==> config.mk <==
export PLATFORM = sky130hd
export DESIGN_NAME = dual_rate_mem_adapter
export DESIGN_NICKNAME = d
export VERILOG_FILES = /design/src/rtl/dra_pkg.sv /design/src/rtl/dra_phase.sv /design/src/rtl/dra_split.sv /design/src/rtl/dra_gather.sv /design/src/rtl/dual_rate_mem_adapter.sv
export SDC_FILE = /design/constraint.sdc
export NUM_CORES = 1
export LEC_CHECK = 0
export CORE_ASPECT_RATIO = 1.2
export CORE_MARGIN = 1
export CORE_UTILIZATION = 42
export CTS_CLUSTER_DIAMETER = 50
export DETAILED_ROUTE_END_ITERATION = 16
export PLACE_DENSITY = 0.86
export SYNTH_ARGS = -nofsm -noshare
export SYNTH_HDL_FRONTEND = slang
export SYNTH_SLANG_ARGS = --single-unit
==> constraint.sdc <==
create_clock -name clk_2x -period 2 [get_ports clk_2x]
set_input_delay 0.2 -clock clk_2x [delete_from_list [all_inputs] [get_ports clk_2x]]
set_output_delay 0.2 -clock clk_2x [all_outputs]
set_load 0.01 [all_outputs]
==> src/rtl/dra_pkg.sv <==
package dra_pkg;
  // Which halfword the adapter is moving in the current fast cycle.
  typedef enum logic {
    HALF_LO = 1'b0,
    HALF_HI = 1'b1
  } half_e;
endpackage

==> src/rtl/dra_phase.sv <==
module dra_phase
  import dra_pkg::*;
(
  input  logic  clk,
  input  logic  rst,
  output half_e phase
);
  // Flips on every fast edge; phase 0 starts each core cycle.
  always_ff @(posedge clk) begin
    if (rst) phase <= HALF_LO;
    else     phase <= (phase == HALF_LO) ? HALF_HI : HALF_LO;
  end
endmodule

==> src/rtl/dra_split.sv <==
module dra_split
  import dra_pkg::*;
#(
  parameter int ADDR_W = 10,
  parameter int WORD_W = 32,
  localparam int HALF_W = WORD_W / 2,
  localparam int MEM_AW = ADDR_W + 1
) (
  input  logic              rst,
  input  half_e             phase,
  input  logic              req,
  input  logic              we,
  input  logic [ADDR_W-1:0] addr,
  input  logic [WORD_W-1:0] wdata,
  output logic              mem_en,
  output logic              mem_we,
  output logic [MEM_AW-1:0] mem_addr,
  output logic [HALF_W-1:0] mem_wdata
);
  logic active;

  assign active = req & ~rst;

  always_comb begin
    mem_en   = active;
    mem_we   = active & we;
    // The odd halfword address carries the upper half of the word.
    mem_addr = {addr, phase == HALF_HI};
    if (phase == HALF_HI) mem_wdata = wdata[WORD_W-1:HALF_W];
    else                  mem_wdata = wdata[HALF_W-1:0];
  end
endmodule

==> src/rtl/dra_gather.sv <==
module dra_gather
  import dra_pkg::*;
#(
  parameter int WORD_W = 32,
  localparam int HALF_W = WORD_W / 2
) (
  input  logic              clk,
  input  logic              rst,
  input  half_e             phase,
  input  logic              rd_fire,
  input  logic [HALF_W-1:0] mem_rdata,
  output logic [WORD_W-1:0] word_q
);
  logic [HALF_W-1:0] lo_hold;

  always_ff @(posedge clk) begin
    if (rst) begin
      lo_hold <= '0;
      word_q  <= '0;
    end else if (rd_fire) begin
      if (phase == HALF_LO) lo_hold <= mem_rdata;
      else                  word_q  <= {mem_rdata, lo_hold};
    end
  end
endmodule

==> src/rtl/dual_rate_mem_adapter.sv <==
module dual_rate_mem_adapter
  import dra_pkg::*;
#(
  parameter int ADDR_W = 10,
  parameter int WORD_W = 32,
  localparam int HALF_W = WORD_W / 2,
  localparam int MEM_AW = ADDR_W + 1
) (
  input  logic              clk_2x,
  input  logic              rst,
  input  logic              cpu_req,
  input  logic              cpu_we,
  input  logic [ADDR_W-1:0] cpu_addr,
  input  logic [WORD_W-1:0] cpu_wdata,
  output logic [WORD_W-1:0] cpu_rdata,
  output logic              phase_o,
  output logic              mem_en,
  output logic              mem_we,
  output logic [MEM_AW-1:0] mem_addr,
  output logic [HALF_W-1:0] mem_wdata,
  input  logic [HALF_W-1:0] mem_rdata
);
  half_e phase;
  logic  rd_fire;

  assign rd_fire = cpu_req & ~cpu_we;
  assign phase_o = (phase == HALF_HI);

  dra_phase u_phase (
    .clk   (clk_2x),
    .rst   (rst),
    .phase (phase)
  );

  dra_split #(.ADDR_W(ADDR_W), .WORD_W(WORD_W)) u_split (
    .rst       (rst),
    .phase     (phase),
    .req       (cpu_req),
    .we        (cpu_we),
    .addr      (cpu_addr),
    .wdata     (cpu_wdata),
    .mem_en    (mem_en),
    .mem_we    (mem_we),
    .mem_addr  (mem_addr),
    .mem_wdata (mem_wdata)
  );

  dra_gather #(.WORD_W(WORD_W)) u_gather (
    .clk       (clk_2x),
    .rst       (rst),
    .phase     (phase),
    .rd_fire   (rd_fire),
    .mem_rdata (mem_rdata),
    .word_q    (cpu_rdata)
  );
endmodule

Yosys cells after proc, flatten, opt, wreduce, memory -nomap -nowiden
Index checks and enable logic that the tools add are counted.
{"block": "word_totals", "reg_bits": 49, "latch_bits": 0, "ramBits": 0, "mem_bits_ro": 0, "in_bits": 62, "memories": 0}
{"block": "op_classes", "addsub": 0, "n_mul": 0, "div": 0, "order_cmp": 0, "n_eq_ne": 0, "n_shift": 0, "mux": 2, "bitwise_logic": 6, "reduce_logical": 2}
{"op": "16-bit 2-to-1 mux", "count": 1}
{"op": "2-bit AND reduction", "count": 2}
{"op": "1-bit bitwise AND", "count": 3}
{"op": "1-bit NOT", "count": 3}
{"op": "1-bit 2-to-1 mux", "count": 1}

Depth between registers and ports, before layout
Gate-level depths: netlist (run 1).
{"block": "depth", "ltp_word": 3, "mapped_depth": 4, "ltp_nobuf": 2}

Cells and area by module
From an unflattened synthesis (run 1), not the netlist that was laid out.
{"block": "unflattened", "hier_cells": 210, "area_unflattened_um2": 2323.5}
{"module": "dra_gather", "n_inst": 1, "cells_per_inst": 176, "area_each_um2": 1939.4, "seq_area_each_um2": 960.9}
{"module": "dra_split", "n_inst": 1, "cells_per_inst": 31, "area_each_um2": 346.6, "seq_area_each_um2": 0.0}
{"module": "dra_phase", "n_inst": 1, "cells_per_inst": 2, "area_each_um2": 23.8, "seq_area_each_um2": 20.0}
{"module": "dual_rate_mem_adapter", "n_inst": 1, "cells_per_inst": 1, "area_each_um2": 13.8, "seq_area_each_um2": 0.0}

Worst setup path before layout (run 1)
Ideal clock, no wire load.
{"block": "synth_timing", "path_kind": "reg-to-output", "startpoint": "reg u_phase.phase", "endpoint": "out mem_wdata[10]", "t_arrival_ns": 1.184, "required_time_ns": 1.800, "slack_ns": 0.616, "stages_incl_launch_ff": 4, "path_cell_list": "dfxtp_1 > buf_4 > buf_2 > mux2_2"}
{"block": "synth_between", "elab_chain_len": 1}
{"element": "start, declared", "line": "dra_phase.sv:6", "rtl": "output half_e phase"}
{"element": "start signal, assigned", "line": "dra_phase.sv:11", "rtl": "else phase <= (phase == HALF_LO) ? HALF_HI : HALF_LO;"}
{"element": "16-bit 2-to-1 mux", "line": "dra_split.sv:29", "rtl": "if (phase == HALF_HI) mem_wdata = wdata[WORD_W-1:HALF_W];"}
{"element": "end, declared", "line": "dual_rate_mem_adapter.sv:20", "rtl": "output logic [HALF_W-1:0] mem_wdata,"}
Every way passes these cells.

Worst setup path after layout (run 1)
Ends and elaborated chain as after synthesis.

==> flow_summary.toml, run 1 <==
[status]
outcome = "completed"

[timing]
setup_tns_ps = 0
finClkSkew_ps = 7.80
rsz0062_at_grt = "no"
timing.hold.ws_ps = 400
min_period_ps = 1900
min_period_over_period_pct = 95.0
finalSetupViolCount = 0
slew_viol_final = 0
slew-limit-headroom_pct = 63.5
worstMarginPinSlew_ps = 548
finalHoldViolCount = 0
fmax_mhz = 526

[place]
gp_congestion = 0.709
dpl-instance-area_um2 = 3240
numPortBuffers = 103
dp_hpwl_um = 3630

[die]
die_area_um2 = 5700
die_w_um = 69.1
rows = 28
core_area_um2 = 5080
die_y_um = 82.5
ios = 124
start_util_pct = 44.7

[synthesis]
ys_ff_latch = 49
yosysSeqAreaShare_pct = 43.2
synth_nets = 271
syn_avg_cell_area_um2 = 10.9
netlist_area_um2 = 2270
synth_top_cell_area_share_pct = 43.2
synth.area.top_cells = "dfxtp_1 (43%), mux2i_1 (21%), nand2b_1 (18%), mux2_2 (7.9%), buf_4 (4.3%)"
synth-adder-area-share_pct = 0
yosysWarnings = 0
yosys.area_share.simple_pct = 20.2
synth_xor_area_share_pct = 0
synth.area.mux_share_pct = 29.1
synth-compound-area-share_pct = 0
syn_inst = 209
synth.distinct_cells = 15
synth_top_area_cell = "dfxtp_1"
synth_top_family_by_area = "multiplexers"

[global_routing]
grt_pass1_vias = 1723
grt_max_degree = 66
antenna_found_initial = 0
grt.overflow.total = 0
grt_pass1_wl_um = 7800
track_usage_pct = 17.1

[route]
wl_per_cell_um = 13.6
via_count = 1706
drt-initial-drc-count = 78
ant_nets = 0
viasPerCell = 4.75
wirelength_um = 4880
drc = 0
dr.pass1.iters = 2

[cts]
clock_latency_ps = 290
path_clk_slew_ps = 80
cts-root-buf = "clkbuf_8"
htreeDepth = 2
cts_tree = "yes"
clockBufferDepth = 2
post-cts-setup-buffers = 0
clock_sinks = 49
cts_buffers = 5

[setup_path]
arrival_ps = 1700
path_class = "flip-flop to primary output"
crit_path_end_kind = "primary output"
crit_required_ps = 1800
cp_max_fo = 23
cp-start-kind = "flip-flop"

[final_layout]
area_delta_synth_final_pct = 46.6
num_antenna_cells = 0
drive_above_1_share_pct = 9.70
fill_cells = 405
layout_common_cells = "clkdlybuf4s50_1 (103), nand2b_1 (64), dfxtp_1 (49)"
layout_commonest_cell = "clkdlybuf4s50_1"
nets = 360
fin_area_um2 = 3330

[power]
ir_worst_vdd_mv = 0.420
p_leak_nw = 1.31
p_per_area_nw_per_um2 = 582

[run]
maxCapViolations = 0

[min_path]
worstHoldPathType = "primary input to primary output"
## stage by stage
step,worst slack (ps),total power [W],util [%],std cells
after detailed placement,163,0.00140,63.7,351
final,99.1,0.00194,65.5,359
after global routing,24.8,0.00204,65.5,359
after global placement,194,0.00140,63.7,351
after CTS,25.0,0.00197,65.4,359
after floorplan,616,0.00122,-,209
## layer usage
metal | wire [um] | global-route usage, %
met1 | 2100 | 19.8
met2 | 2450 | 30.4
met3 | 261 | 5.34
met4 | 71 | 5.51
met5 | 0 | 0
## where the power goes
part | internal, W | switching, W
Sequential | 0.00100 | 0.0000101
Combinational | 0.000242 | 0.000127
Clock | 0.000249 | 0.000305
## path summary, 6_finish.rpt
path	startpoint	slack (ps)	endpoint	cells past startpoint
hold / removal	cpu_addr[5]	400	mem_addr[6]	0
hold reg to reg	u_gather.word_q[10]$_SDFFE_PP0P_	470	u_gather.word_q[10]$_SDFFE_PP0P_	2
setup reg to reg	u_phase.phase$_SDFF_PP0_	540	u_gather.lo_hold[14]$_SDFFE_PP0P_	3
setup / recovery	u_phase.phase$_SDFF_PP0_	100	mem_wdata[10]	3
## registers in the layout (all words and copies together), names as in the netlist
signal / count
u_gather.word_q: 32
u_gather.lo_hold: 16
u_phase.phase: 1
## synthesized netlist by cell type
master,instances
nand2b_1,64
dfxtp_1,49
mux2i_1,48
mux2_2,16
buf_4,13
clkbuf_1,6
buf_2,3
buf_6,3
and2_1,1
and3b_1,1
nand3b_2,1
nor2_1,1
nor2b_1,1
nor3b_2,1
or3b_1,1
## cells by family after synthesis
| kind of cell | count (synthesis) |
|---|---|
| multiplexers | 64 |
| AND/OR/NAND/NOR | 71 |
| flip-flops | 49 |
| buffers and inverters | 25 |
## worst max-delay path: stages (launching register included)
cell and delay (ps):
dfxtp_1 330, buf_6 220, mux2_2 370, clkdlybuf4s50_1 480
## layout make-up
cell class	count	area, um2	share of cell area, %
multi-input cells	135	1120	33.6
repair buffers	107	1060	32.0
flip-flops and latches	49	981	29.5
well taps	60	75.1	2.26
clock buffers	6	72.6	2.18
clock inverters	2	13.8	0.414
## repair_timing
item	in CTS	in global routing
setup endpoints to repair	0	14
hold buffers	0	0
gates resized for setup	0	1
Power figures use the tool's default switching activity.
==> inputs of run 2 (changes only) <==
--- a/config.mk
+++ b/config.mk
@@ -13,2 +13,4 @@
 export PLACE_DENSITY = 0.86
+export REMOVE_ABC_BUFFERS = 1
+export SETUP_SLACK_MARGIN = 0.5
 export SYNTH_ARGS = -nofsm -noshare
--- a/constraint.sdc
+++ b/constraint.sdc
@@ -3,2 +3,2 @@
 set_output_delay 0.2 -clock clk_2x [all_outputs]
-set_load 0.01 [all_outputs]
+set_load 0.02 [all_outputs]
==> run 2 against run 1 <==
Die area is the same. Non-clock buffer count grew 9. First-iteration DRC count shrank 12%. Via count up 3.6%. Critical endpoint is now mem_wdata[7]. Sequential power about the same. Highest routed layer unchanged. Worst hold slack about the same. Register-to-register slack improved by 20 ps. Largest power group unchanged. Routed wire length is 18% higher. Count of clock-buffer cells in the layout decreased by 1. Sequential share of layout area down 1.7 points. Setup slack gained 320 ps. Clock skew fell by 1.4 ps. Largest cell class is now buffers.
==> flow_summary.toml, run 2 (synthesis gave the netlist of run 1 again) <==
[status]
outcome = "completed"

[cts]
cts-root-buf = "clkbuf_8"
clock_latency_ps = 300
cts_hold_buf = 0
path_clk_slew_ps = 80
htreeDepth = 2
cts_tree = "yes"
clock_sinks = 49
cts_buffers = 5
clockBufferDepth = 2

[die]
die_area_um2 = 5700
start_util_pct = 44.7
core_area_um2 = 5080
die_w_um = 69.1
rows = 28
die_y_um = 82.5
ios = 124

[final_layout]
nets = 369
area_delta_synth_final_pct = 56.4
drive_above_1_share_pct = 19.5
layout_commonest_cell = "clkdlybuf4s50_1"
reg_top3 = "u_gather.word_q: 32 flops, u_gather.lo_hold: 16 flops, u_phase.phase: 1 flops"
fin_area_um2 = 3550
fill_cells = 406
top_register = "u_gather.word_q"
layout_common_cells = "clkdlybuf4s50_1 (72), nand2b_1 (64), mux2i_1 (48), dfxtp_1 (48), buf_6 (18)"
largest_register_ffs = 32

[min_path]
worstHoldPathType = "primary input to primary output"
hp-start = "cpu_addr[4]"

[timing]
worstMarginPinSlew_ps = 464
fmax_mhz = 634
finClkSkew_ps = 6.37
finalHoldViolCount = 0
rsz0062_at_grt = "yes"
slew_viol_final = 0
min_period_ps = 1580
finalSetupViolCount = 0
setup_tns_ps = 0
min_period_over_period_pct = 78.9
slew-limit-headroom_pct = 68.9

[route]
via_count = 1768
wl_per_cell_um = 15.6
ant_nets = 0
drt-initial-drc-count = 69
viasPerCell = 4.79
drc = 0
dr.pass1.iters = 4
wirelength_um = 5750

[global_routing]
grt.overflow.total = 0
grt_pass1_vias = 1739
track_usage_pct = 19.8
grt_pass1_wl_um = 8700
antenna_found_initial = 1
grt_max_degree = 66

[run]
maxCapViolations = 0

[setup_path]
path_class = "flip-flop to primary output"
cp-start-kind = "flip-flop"
crit_required_ps = 1800
reg2reg_depth = 4
r2r_slack_ps = 560
crit_path_end_kind = "primary output"
arrival_ps = 1380
r2r_start = "u_phase.phase$_SDFF_PP0_"
cp_max_fo = 7
crit_end = "mem_wdata[7]"
setup.worst_path.start = "u_phase.phase$_SDFF_PP0_"
r2r-end = "u_gather.lo_hold[12]$_SDFFE_PP0P_"

[power]
power_frac_comb_pct = 23.0
power.share.sequential_pct = 49.4
report.power.total_w = 0.00205
swShare_pct = 25.5
p_int_w = 0.00153
p_sw_w = 0.000524
p_leak_nw = 1.65
p_per_area_nw_per_um2 = 579
p_clk_share_pct = 27.6
ir_worst_vdd_mv = 0.431

[place]
dpl-instance-area_um2 = 3260
gp_congestion = 0.684
dp_hpwl_um = 3880
numPortBuffers = 103
==> run 2: cell types whose count changed in the layout (fill, tap and decap cells not counted), moves of 3 or more <==
| cell | before | now |
|---|---|---|
| buf_4 | 3 | 6 |
| buf_6 | 1 | 18 |
| clkdlybuf4s50_1 | 103 | 72 |
| dlygate4sd2_1 | 0 | 3 |
| dlymetal6s2s_1 | 0 | 10 |
| mux2_2 | 16 | 1 |
| mux2_4 | 0 | 15 |
==> run 2: worst max-delay path: stages (launching register included) <==
cell and delay [ps]:
dfxtp_4 370, buf_16 140, buf_6 110, mux2_4 310
buf_6 140
==> run 2: cell type report <==
type | count | area, um2 | area share, %
antenna | 1 | 2.50 | 0.0705
clock buffer | 5 | 68.8 | 1.94
clock inverter | 3 | 17.5 | 0.494
multi-input combinational | 135 | 1180 | 33.3
sequential | 49 | 985 | 27.8
tap | 60 | 75.1 | 2.12
timing repair buffer | 116 | 1220 | 34.4
==> run 2: layer usage <==
layer	track usage [%]	up-vias	wire length (um)
met1	21.4	812	2370
li1	-	873	-
met5	0	-	0
met4	7.14	0	119
met3	12.6	13	663
met2	31.6	70	2600
==> run 2: power groups by stage <==
stage / combinational, W / sequential, W / clock (W)
after global routing: 0.000498 / 0.00102 / 0.000625
final: 0.000472 / 0.00101 / 0.000568
after global placement: 0.000406 / 0.00103 / 0
after detailed placement: 0.000410 / 0.00103 / 0
after floorplan: 0.000157 / 0.00106 / 0
after CTS: 0.000427 / 0.00101 / 0.000594
==> run 2: how the worst min path moves through the flow <==
stage | cells after the start | endpoint
after global routing | 0 | mem_addr[6]
after CTS | 0 | mem_addr[6]
final | 0 | mem_addr[5]
after global placement | 0 | mem_addr[6]
after detailed placement | 0 | mem_addr[6]
after floorplan | 1 | u_phase.phase$_SDFF_PP0_
==> run 2: metrics by stage <==
step | hold slack, ps | std cells | utilization, % | setup WS [ps]
after floorplan | 267 | 184 | - | -147
after global placement | 400 | 352 | 64.1 | 155
after detailed placement | 400 | 352 | 64.1 | 71.4
after CTS | 400 | 368 | 67.1 | 329
after global routing | 400 | 369 | 69.8 | 388
final | 400 | 369 | 69.8 | 422
==> run 2: repair_timing <==
item	CTS	global route
endpoints found under the setup margin	29	27
resized for setup	92	48
cloned	1	0
pin swaps	0	0
setup buffers	7	0
